File: src/rtl/alu_pc_pkg.sv
package alu_pc_pkg;

    localparam int DATA_W  = 8;
    localparam int FUNCT_W = 6;
    localparam int MODE_W  = 2;
    localparam int SEL_W   = 2;
    localparam int CTL_W   = 3;

    typedef enum logic [CTL_W-1:0] {
        CTL_AND = 3'b000,
        CTL_OR  = 3'b001,
        CTL_ADD = 3'b010,
        CTL_SUB = 3'b110,
        CTL_SLT = 3'b111
    } alu_ctl_e;

    typedef enum logic [SEL_W-1:0] {
        PCS_LIVE     = 2'b00,
        PCS_HELD     = 2'b01,
        PCS_JUMP     = 2'b10,
        PCS_LIVE_ALT = 2'b11
    } pc_src_e;

    localparam logic [FUNCT_W-1:0] FN_ADD = 6'b100000;
    localparam logic [FUNCT_W-1:0] FN_SUB = 6'b100010;
    localparam logic [FUNCT_W-1:0] FN_AND = 6'b100100;
    localparam logic [FUNCT_W-1:0] FN_OR  = 6'b100101;
    localparam logic [FUNCT_W-1:0] FN_SLT = 6'b101010;

    // Map a function field to an operation; unknown codes fall back to add.
    function automatic alu_ctl_e funct_to_ctl(input logic [FUNCT_W-1:0] fn);
        alu_ctl_e c;
        case (fn)
            FN_SUB:  c = CTL_SUB;
            FN_AND:  c = CTL_AND;
            FN_OR:   c = CTL_OR;
            FN_SLT:  c = CTL_SLT;
            default: c = CTL_ADD;
        endcase
        return c;
    endfunction

endpackage

File: src/rtl/alu_op_decoder.sv
module alu_op_decoder
    import alu_pc_pkg::*;
#(
    parameter int FW = FUNCT_W
) (
    input  logic [MODE_W-1:0] mode,
    input  logic [FW-1:0]     fn,
    output alu_ctl_e          ctl
);

    always_comb begin
        if (mode[1]) begin
            ctl = funct_to_ctl(fn[FUNCT_W-1:0]);
        end else if (mode[0]) begin
            ctl = CTL_SUB;
        end else begin
            ctl = CTL_ADD;
        end
    end

endmodule

File: src/rtl/alu_core.sv
module alu_core
    import alu_pc_pkg::*;
#(
    parameter int W = DATA_W
) (
    input  alu_ctl_e     ctl,
    input  logic [W-1:0] a,
    input  logic [W-1:0] b,
    output logic [W-1:0] y,
    output logic         zero
);

    logic         sub_en;
    logic [W-1:0] b_eff;
    logic [W:0]   sum;
    logic         ovf;
    logic         less;

    // One shared adder: subtraction inverts B and injects a carry.
    assign sub_en = (ctl == CTL_SUB) || (ctl == CTL_SLT);
    assign b_eff  = b ^ {W{sub_en}};
    assign sum    = {1'b0, a} + {1'b0, b_eff} + {{W{1'b0}}, sub_en};

    // Signed less-than from the difference sign, corrected for overflow.
    assign ovf  = (a[W-1] != b[W-1]) && (sum[W-1] != a[W-1]);
    assign less = sum[W-1] ^ ovf;

    always_comb begin
        case (ctl)
            CTL_AND: y = a & b;
            CTL_OR:  y = a | b;
            CTL_SLT: y = {{(W-1){1'b0}}, less};
            default: y = sum[W-1:0];
        endcase
    end

    assign zero = (y == '0);

endmodule

File: src/rtl/pc_next_mux.sv
module pc_next_mux
    import alu_pc_pkg::*;
#(
    parameter int W     = DATA_W,
    parameter int SHIFT = 2
) (
    input  pc_src_e      sel,
    input  logic [W-1:0] live,
    input  logic [W-1:0] held,
    input  logic [W-1:0] jump,
    output logic [W-1:0] pc
);

    logic [W-1:0] jump_shifted;

    assign jump_shifted = {jump[W-SHIFT-1:0], {SHIFT{1'b0}}};

    always_comb begin
        case (sel)
            PCS_HELD: pc = held;
            PCS_JUMP: pc = jump_shifted;
            default:  pc = live;
        endcase
    end

endmodule

File: src/rtl/alu_pc_unit.sv
module alu_pc_unit
    import alu_pc_pkg::*;
#(
    parameter int DW = DATA_W,
    parameter int FW = FUNCT_W
) (
    input  logic              clk,
    input  logic              rst,
    input  logic [DW-1:0]     opnd_a,
    input  logic [DW-1:0]     opnd_b,
    input  logic [MODE_W-1:0] alu_mode,
    input  logic [FW-1:0]     funct,
    input  logic [DW-1:0]     jump_field,
    input  logic [SEL_W-1:0]  pc_src,
    output logic [DW-1:0]     result,
    output logic              zero,
    output logic [DW-1:0]     next_pc
);

    alu_ctl_e      ctl;
    logic [DW-1:0] held_q;

    alu_op_decoder #(.FW(FW)) u_dec (
        .mode (alu_mode),
        .fn   (funct),
        .ctl  (ctl)
    );

    alu_core #(.W(DW)) u_core (
        .ctl  (ctl),
        .a    (opnd_a),
        .b    (opnd_b),
        .y    (result),
        .zero (zero)
    );

    always_ff @(posedge clk) begin
        if (rst) begin
            held_q <= '0;
        end else begin
            held_q <= result;
        end
    end

    pc_next_mux #(.W(DW), .SHIFT(2)) u_pcmux (
        .sel  (pc_src_e'(pc_src)),
        .live (result),
        .held (held_q),
        .jump (jump_field),
        .pc   (next_pc)
    );

    // mode 00 must reach the core as add
    a_r1_mode_add : assert property (@(posedge clk) disable iff (rst)
        (alu_mode == 2'b00) |-> (ctl == CTL_ADD));

    // mode 01 must reach the core as subtract
    a_r2_mode_sub : assert property (@(posedge clk) disable iff (rst)
        (alu_mode == 2'b01) |-> (ctl == CTL_SUB));

    // set-less-than only ever drives bit zero
    a_r5_slt_binary : assert property (@(posedge clk) disable iff (rst)
        (ctl == CTL_SLT) |-> (result[DW-1:1] == '0));

    // the held copy is always the previous cycle's result
    a_r7_hold_follows : assert property (@(posedge clk) disable iff (rst)
        1'b1 |=> (held_q == $past(result)));

    // a jump target is always word aligned
    a_r8_jump_aligned : assert property (@(posedge clk) disable iff (rst)
        (pc_src == 2'b10) |-> (next_pc[1:0] == 2'b00));

endmodule

File: config.mk
export PLATFORM = sky130hd
export DESIGN_NAME = alu_pc_unit
export DESIGN_NICKNAME = d
export VERILOG_FILES = /design/src/rtl/alu_pc_pkg.sv /design/src/rtl/alu_op_decoder.sv /design/src/rtl/alu_core.sv /design/src/rtl/pc_next_mux.sv /design/src/rtl/alu_pc_unit.sv
export SDC_FILE = /design/constraint.sdc
export NUM_CORES = 1
export LEC_CHECK = 0
export BUFFER_PORTS_ARGS = -buffer_cell sky130_fd_sc_hd__buf_2
export CORE_ASPECT_RATIO = 0.75
export CORE_MARGIN = 4
export CORE_UTILIZATION = 52
export DETAILED_ROUTE_END_ITERATION = 16
export GPL_TIMING_DRIVEN = 0
export HOLD_SLACK_MARGIN = 0.06
export PLACE_DENSITY = 0.87
export RECOVER_POWER = 50
export REMOVE_ABC_BUFFERS = 1
export SLEW_MARGIN = 20
export SYNTH_ARGS = -nofsm -noshare
export SYNTH_HDL_FRONTEND = slang
export SYNTH_SLANG_ARGS = --single-unit
File: constraint.sdc
create_clock -name clk -period 18.5 [get_ports clk]
set_input_delay 5.55 -clock clk [delete_from_list [all_inputs] [get_ports clk]]
set_output_delay 5.55 -clock clk [all_outputs]
set_load 0.02 [all_outputs]
After elaboration in Yosys (flattened, before gate mapping)

Cells that the tools add are included.
W data, S select, Z words.

Reduce and logical (&&, ||, !) cells: 4
Bitwise logic cells: 4
Add/subtract/negate cells: 2
Muxes and demuxes: 5
Eq/ne operators: 11

Operator list:

| cell                 | count |
|---|---|
| $eq A6 B6 Y1 const B | 4 |
| $pmux W8 S3          | 1 |
| $pmux W8 S2          | 1 |
| $pmux W3 S4          | 1 |
| $add A8 B1 Y8        | 1 |
| $add A8 B8 Y8        | 1 |
| $and A8 B8 Y8        | 1 |
| $logic_not A8 Y1     | 1 |
| $or A8 B8 Y8         | 1 |
| $xor A8 B8 Y8        | 1 |
| $eq A3 B3 Y1 const B | 2 |
| $mux W3              | 2 |
| $eq A3 B1 Y1 const B | 1 |
| $logic_not A3 Y1     | 1 |
| $eq A2 B1 Y1 const B | 1 |
| $eq A2 B2 Y1 const B | 1 |
| $ne A1 B1 Y1         | 2 |
| $logic_and A1 B1 Y1  | 1 |
| $logic_or A1 B1 Y1   | 1 |
| $xor A1 B1 Y1        | 1 |

Input port bits: 36
Logic and storage cells: 27
Output and inout port bits: 17
Register bits after elaboration: 8

Depth between registers and ports, before layout

Word-level depth: 13
Depth in mapped cells: 12
Depth with buffers taken out: 11

Modules after synthesis

From an unflattened synthesis, not the netlist that was laid out.

Cells, all modules: 162
Area total of the unflattened synthesis: 1258.7 um^2

Modules (own cells, without submodules):

| module         | times used | cells each | area each (um^2) | sequential area each (um^2) |
|---|---|---|---|---|
| alu_core       | 1          | 108        | 813.3            | 0.0 |
| alu_pc_unit    | 1          | 16         | 210.2            | 160.2 |
| pc_next_mux    | 1          | 30         | 171.4            | 0.0 |
| alu_op_decoder | 1          | 8          | 63.8             | 0.0 |

Worst setup path after synthesis

No wires, ideal clock.

Kind: input -> output
Start: input port funct[0]
End: output port zero
Required time: 12.950 ns
Path slack: 4.719 ns
Arrival time: 8.231 ns
Stages: 12
Path buffers: 1
Path through: or3b_4 > o21a_4 > buf_6 > xnor2_1 > ha_1 > nand2_1 > o21ai_0 > a21oi_1 > o21ai_0 > mux2_2 > o21ai_2 > and4b_1

Longest elaborated chain between the ends: 13
Elaborated cells between the ends (all ways): 19
Classes of those cells: add/sub: 2; eq/ne: 8; mux: 3; bitwise: 2; reduce/logical: 4

Ends and longest elaborated chain:

| item                                   | RTL line                       | RTL |
|---|---|---|
| from (decl)                            | alu_pc_unit.sv:12              | `input logic [FW-1:0] funct,` |
| $eq A6 B6 Y1                           | alu_pc_pkg.sv:33               | `case (fn)` |
| $pmux W3 S4 *                          | alu_pc_pkg.sv:33               |  |
| $mux W3 *                              | alu_op_decoder.sv:12           | `if (mode[1]) begin` |
| $eq A3 B3 Y1, on equally long branches | alu_core.sv:20, alu_core.sv:29 |  |
| $logic_or A1 B1 Y1                     | alu_core.sv:20                 | `assign sub_en = (ctl == CTL_SUB) \|\| (ctl == CTL_SLT);` |
| $xor A8 B8 Y8                          | alu_core.sv:21                 | `assign b_eff = b ^ {W{sub_en}};` |
| $add A8 B8 Y8                          | alu_core.sv:22                 | `assign sum = {1'b0, a} + {1'b0, b_eff} + {{W{1'b0}}, sub_en};` |
| $add A8 B1 Y8                          | alu_core.sv:22                 |  |
| $ne A1 B1 Y1                           | alu_core.sv:25                 | `assign ovf = (a[W-1] != b[W-1]) && (sum[W-1] != a[W-1]);` |
| $logic_and A1 B1 Y1                    | alu_core.sv:25                 |  |
| $xor A1 B1 Y1                          | alu_core.sv:26                 | `assign less = sum[W-1] ^ ovf;` |
| $pmux W8 S3 *                          | alu_core.sv:29                 | `case (ctl)` |
| net result[0]                          | alu_pc_unit.sv:15              | `output logic [DW-1:0] result,` |
| $logic_not A8 Y1 *                     | alu_core.sv:37                 | `assign zero = (y == '0);` |
| to (decl)                              | alu_pc_unit.sv:16              | `output logic zero,` |

The timed path passes the listed nets; every way through them passes the cells marked *.

Worst setup path in the final report

Start: input port funct[0]
End: output port zero

Longest elaborated chain between the ends: 13
Elaborated cells between the ends (all ways): 19
Classes of those cells: add/sub: 2; eq/ne: 8; mux: 3; bitwise: 2; reduce/logical: 4

Ends and longest elaborated chain:

| item                                   | RTL line |
|---|---|
| $eq A6 B6 Y1                           | alu_pc_pkg.sv:33 |
| $pmux W3 S4 *                          | alu_pc_pkg.sv:33 |
| $mux W3 *                              | alu_op_decoder.sv:12 |
| $eq A3 B3 Y1, on equally long branches | alu_core.sv:20, alu_core.sv:29 |
| $logic_or A1 B1 Y1                     | alu_core.sv:20 |
| $xor A8 B8 Y8                          | alu_core.sv:21 |
| $add A8 B8 Y8                          | alu_core.sv:22 |
| $add A8 B1 Y8                          | alu_core.sv:22 |
| $ne A1 B1 Y1                           | alu_core.sv:25 |
| $logic_and A1 B1 Y1                    | alu_core.sv:25 |
| $xor A1 B1 Y1                          | alu_core.sv:26 |
| $pmux W8 S3 *                          | alu_core.sv:29 |
| $logic_not A8 Y1 *                     | alu_core.sv:37 |

Every way passes the cells marked *; elsewhere a longest branch is shown, timed or not.

==> results_dict.tcl <==
set metrics [dict create \
    route.met2.wl_um 1810 \
    fin_tns_setup_ns 0 \
    cts.repair.resized 0 \
    regMostFlops "held_q" \
    period_minus_slack_ns 14.62 \
    grtUsageTotal_pct 22.1 \
    path_clk_slew_ns 0.05 \
    internal_power_uw 53.6 \
    antenna_found_initial 0 \
    die-area_sq_mm 0.00322 \
    crit_type "input pin to primary output" \
    dr_total_vias 1362 \
    area_growth_pct 19.6 \
    synth_edf_count 0 \
    clk_path_buf_depth 2 \
    avgSynthCellArea_sq_um 7.86 \
    drc 0 \
    setup_viol 0 \
    clkPwrFrac_pct 12.9 \
    io_buffers 50 \
    p_seq_share_pct 20.7 \
    num_io_pins 53 \
    clock-sinks 8 \
    start_util_pct 58.2 \
    synth-async-reset-ratio_pct 0 \
    tightest_slew_ns 0.750 \
    die_w_um 64.2 \
    pwr-share-comb_pct 66.5 \
    drive_gt1_share_pct 27.7 \
    synth_warnings 0 \
    die_y_um 50.2 \
    rsz0062_at_grt "no" \
    synthFlopType "dfxtp_1" \
    synth_cell_types 46 \
    synth_seq_cells 8 \
    powerDensity_mw_per_mm2 69.5 \
    diodes 0 \
    slew_headroom_pct 49.9 \
    crit_fanout 13 \
    wl_per_cell_um 15.3 \
    netlist_instances 157 \
    cts_setup_buffers 0 \
    core_sq_mm 0.00212 \
    p_sw_uw 48.9 \
    cts_hold_buf 0 \
    route.met3.wl_um 228 \
    grt_max_degree 16 \
    required_ns 12.95 \
    final_common_cell "buf_2" \
    grt_pass1_wl_um 5830 \
    critical_path.endpoint_type "primary output" \
    cts-root-buf "clkbuf_4" \
    whs_ns 5.57 \
    largest_reg_flops 8 \
    routed_wirelength_um 3630 \
    cts_made_buffers 3 \
    nets 258 \
    cts_tree "built" \
    status "complete, no violations" \
    drt_iter0_drc 92 \
    ant_nets 0 \
    crit_arrival_ns 9.07 \
    crit_path_start_kind "input pin" \
    ir_drop_uv 52.1 \
    slew_viol_final 0 \
    hpwlAfterDp_um 3000 \
    cts_max_level 1 \
    drv_cap 0 \
    ys_seq_area_share_pct 13.0 \
    syn-cell-area_sq_mm 0.00123 \
    via_per_inst 5.72 \
    final_cell_mix "buf_2 (45), nor2_1 (15), o21ai_0 (14)" \
    leakage_nw 0.727 \
    place_congestion 0.865 \
    sw_frac_of_total_pct 47.7 \
    row_count 14 \
    top_layer_used "met4" \
    fin_crit_sh_pct 79.0 \
    utilization_pct 69.6 \
    fmax_ghz 0.0684 \
    wl_met1_um 1580 \
    firstDrtPassIters 4 \
    hp-class "input pin to register" \
    reg.largest.list "held_q: 8 flops" \
    grt_pass1_vias 1348 \
    hold_viol 0 \
    overflow 0 \
]
## metrics by stage
step	std cells	cell area [sq um]	total power, mW	setup WS [ns]
after global routing	238	1480	0.110	3.63
after CTS	238	1520	0.105	4.38
after global placement	235	1490	0.0886	4.48
after floorplan	153	1200	0.0693	4.80
after detailed placement	235	1490	0.0914	4.40
final	238	1480	0.103	3.88
## area by class of cell
cell class                 count  area (sq um)
sequential                     8           160
clock buffer                   3          22.5
multi-input combinational    132           960
tap                           32          40.0
timing repair buffer          50           244
fill                         198           644
inverter                      13          48.8
## final timing paths
| path | from | endpoint | depth (start not counted) |
|---|---|---|---|
| max | funct[0] | zero | 13 |
| min | rst | held_q[5] | 2 |
## critical path: stages
cell	delay, ns
clkbuf_1	0.14
or3b_1	0.44
o21a_1	0.44
xnor2_1	0.23
ha_1	0.37
nand2_1	0.06
o21ai_0	0.26
a21oi_1	0.19
o21ai_0	0.22
mux2_2	0.35
o21ai_0	0.41
and4b_1	0.25
buf_2	0.15
## power groups by stage
stage                     sequential, mW  combinational, mW  clock, mW
after CTS                         0.0212             0.0702     0.0132
after global routing              0.0215             0.0738     0.0144
final                             0.0212             0.0681     0.0132
after floorplan                   0.0213             0.0479          0
after global placement            0.0215             0.0670          0
after detailed placement          0.0216             0.0698          0
## routing by layer
| layer | up-vias | global-route usage [%] |
|---|---|---|
| met5 | - | 0 |
| met4 | 0 | 4.91 |
| met3 | 2 | 5.13 |
| met2 | 48 | 40.4 |
| met1 | 641 | 26.5 |
| li1 | 671 | - |
## synthesized netlist by cell type, types with 2 or more instances
cell	n	area, sq um
o211ai_1	3	22.5
nand3_1	2	10.0
a22o_1	5	43.8
xor2_1	3	26.3
a221oi_1	4	35.0
ha_1	13	163
buf_6	2	22.5
nor2b_1	7	43.8
a22oi_1	4	30.0
nand2_1	9	33.8
o21ai_0	12	60.1
o21ai_2	2	17.5
a21oi_1	10	50.1
nand2b_1	2	12.5
a21o_1	4	30.0
and3_1	2	12.5
nor2_1	15	56.3
and4bb_2	2	25.0
dfxtp_1	8	160
inv_1	13	48.8
xnor2_1	10	87.6
## logic make-up after synthesis
kind of cell,Yosys count,synth area share (%)
buffers and inverters,17,6.49
adders and majority gates,14,14.8
DFF,8,13.0
AOI/OAI and AO/OA,56,33.5
and+or+nand+nor,47,20.8
xor gates and xnor gates,14,10.5
muxes,1,0.913
No activity file was read; power rests on OpenSTA's default activity.
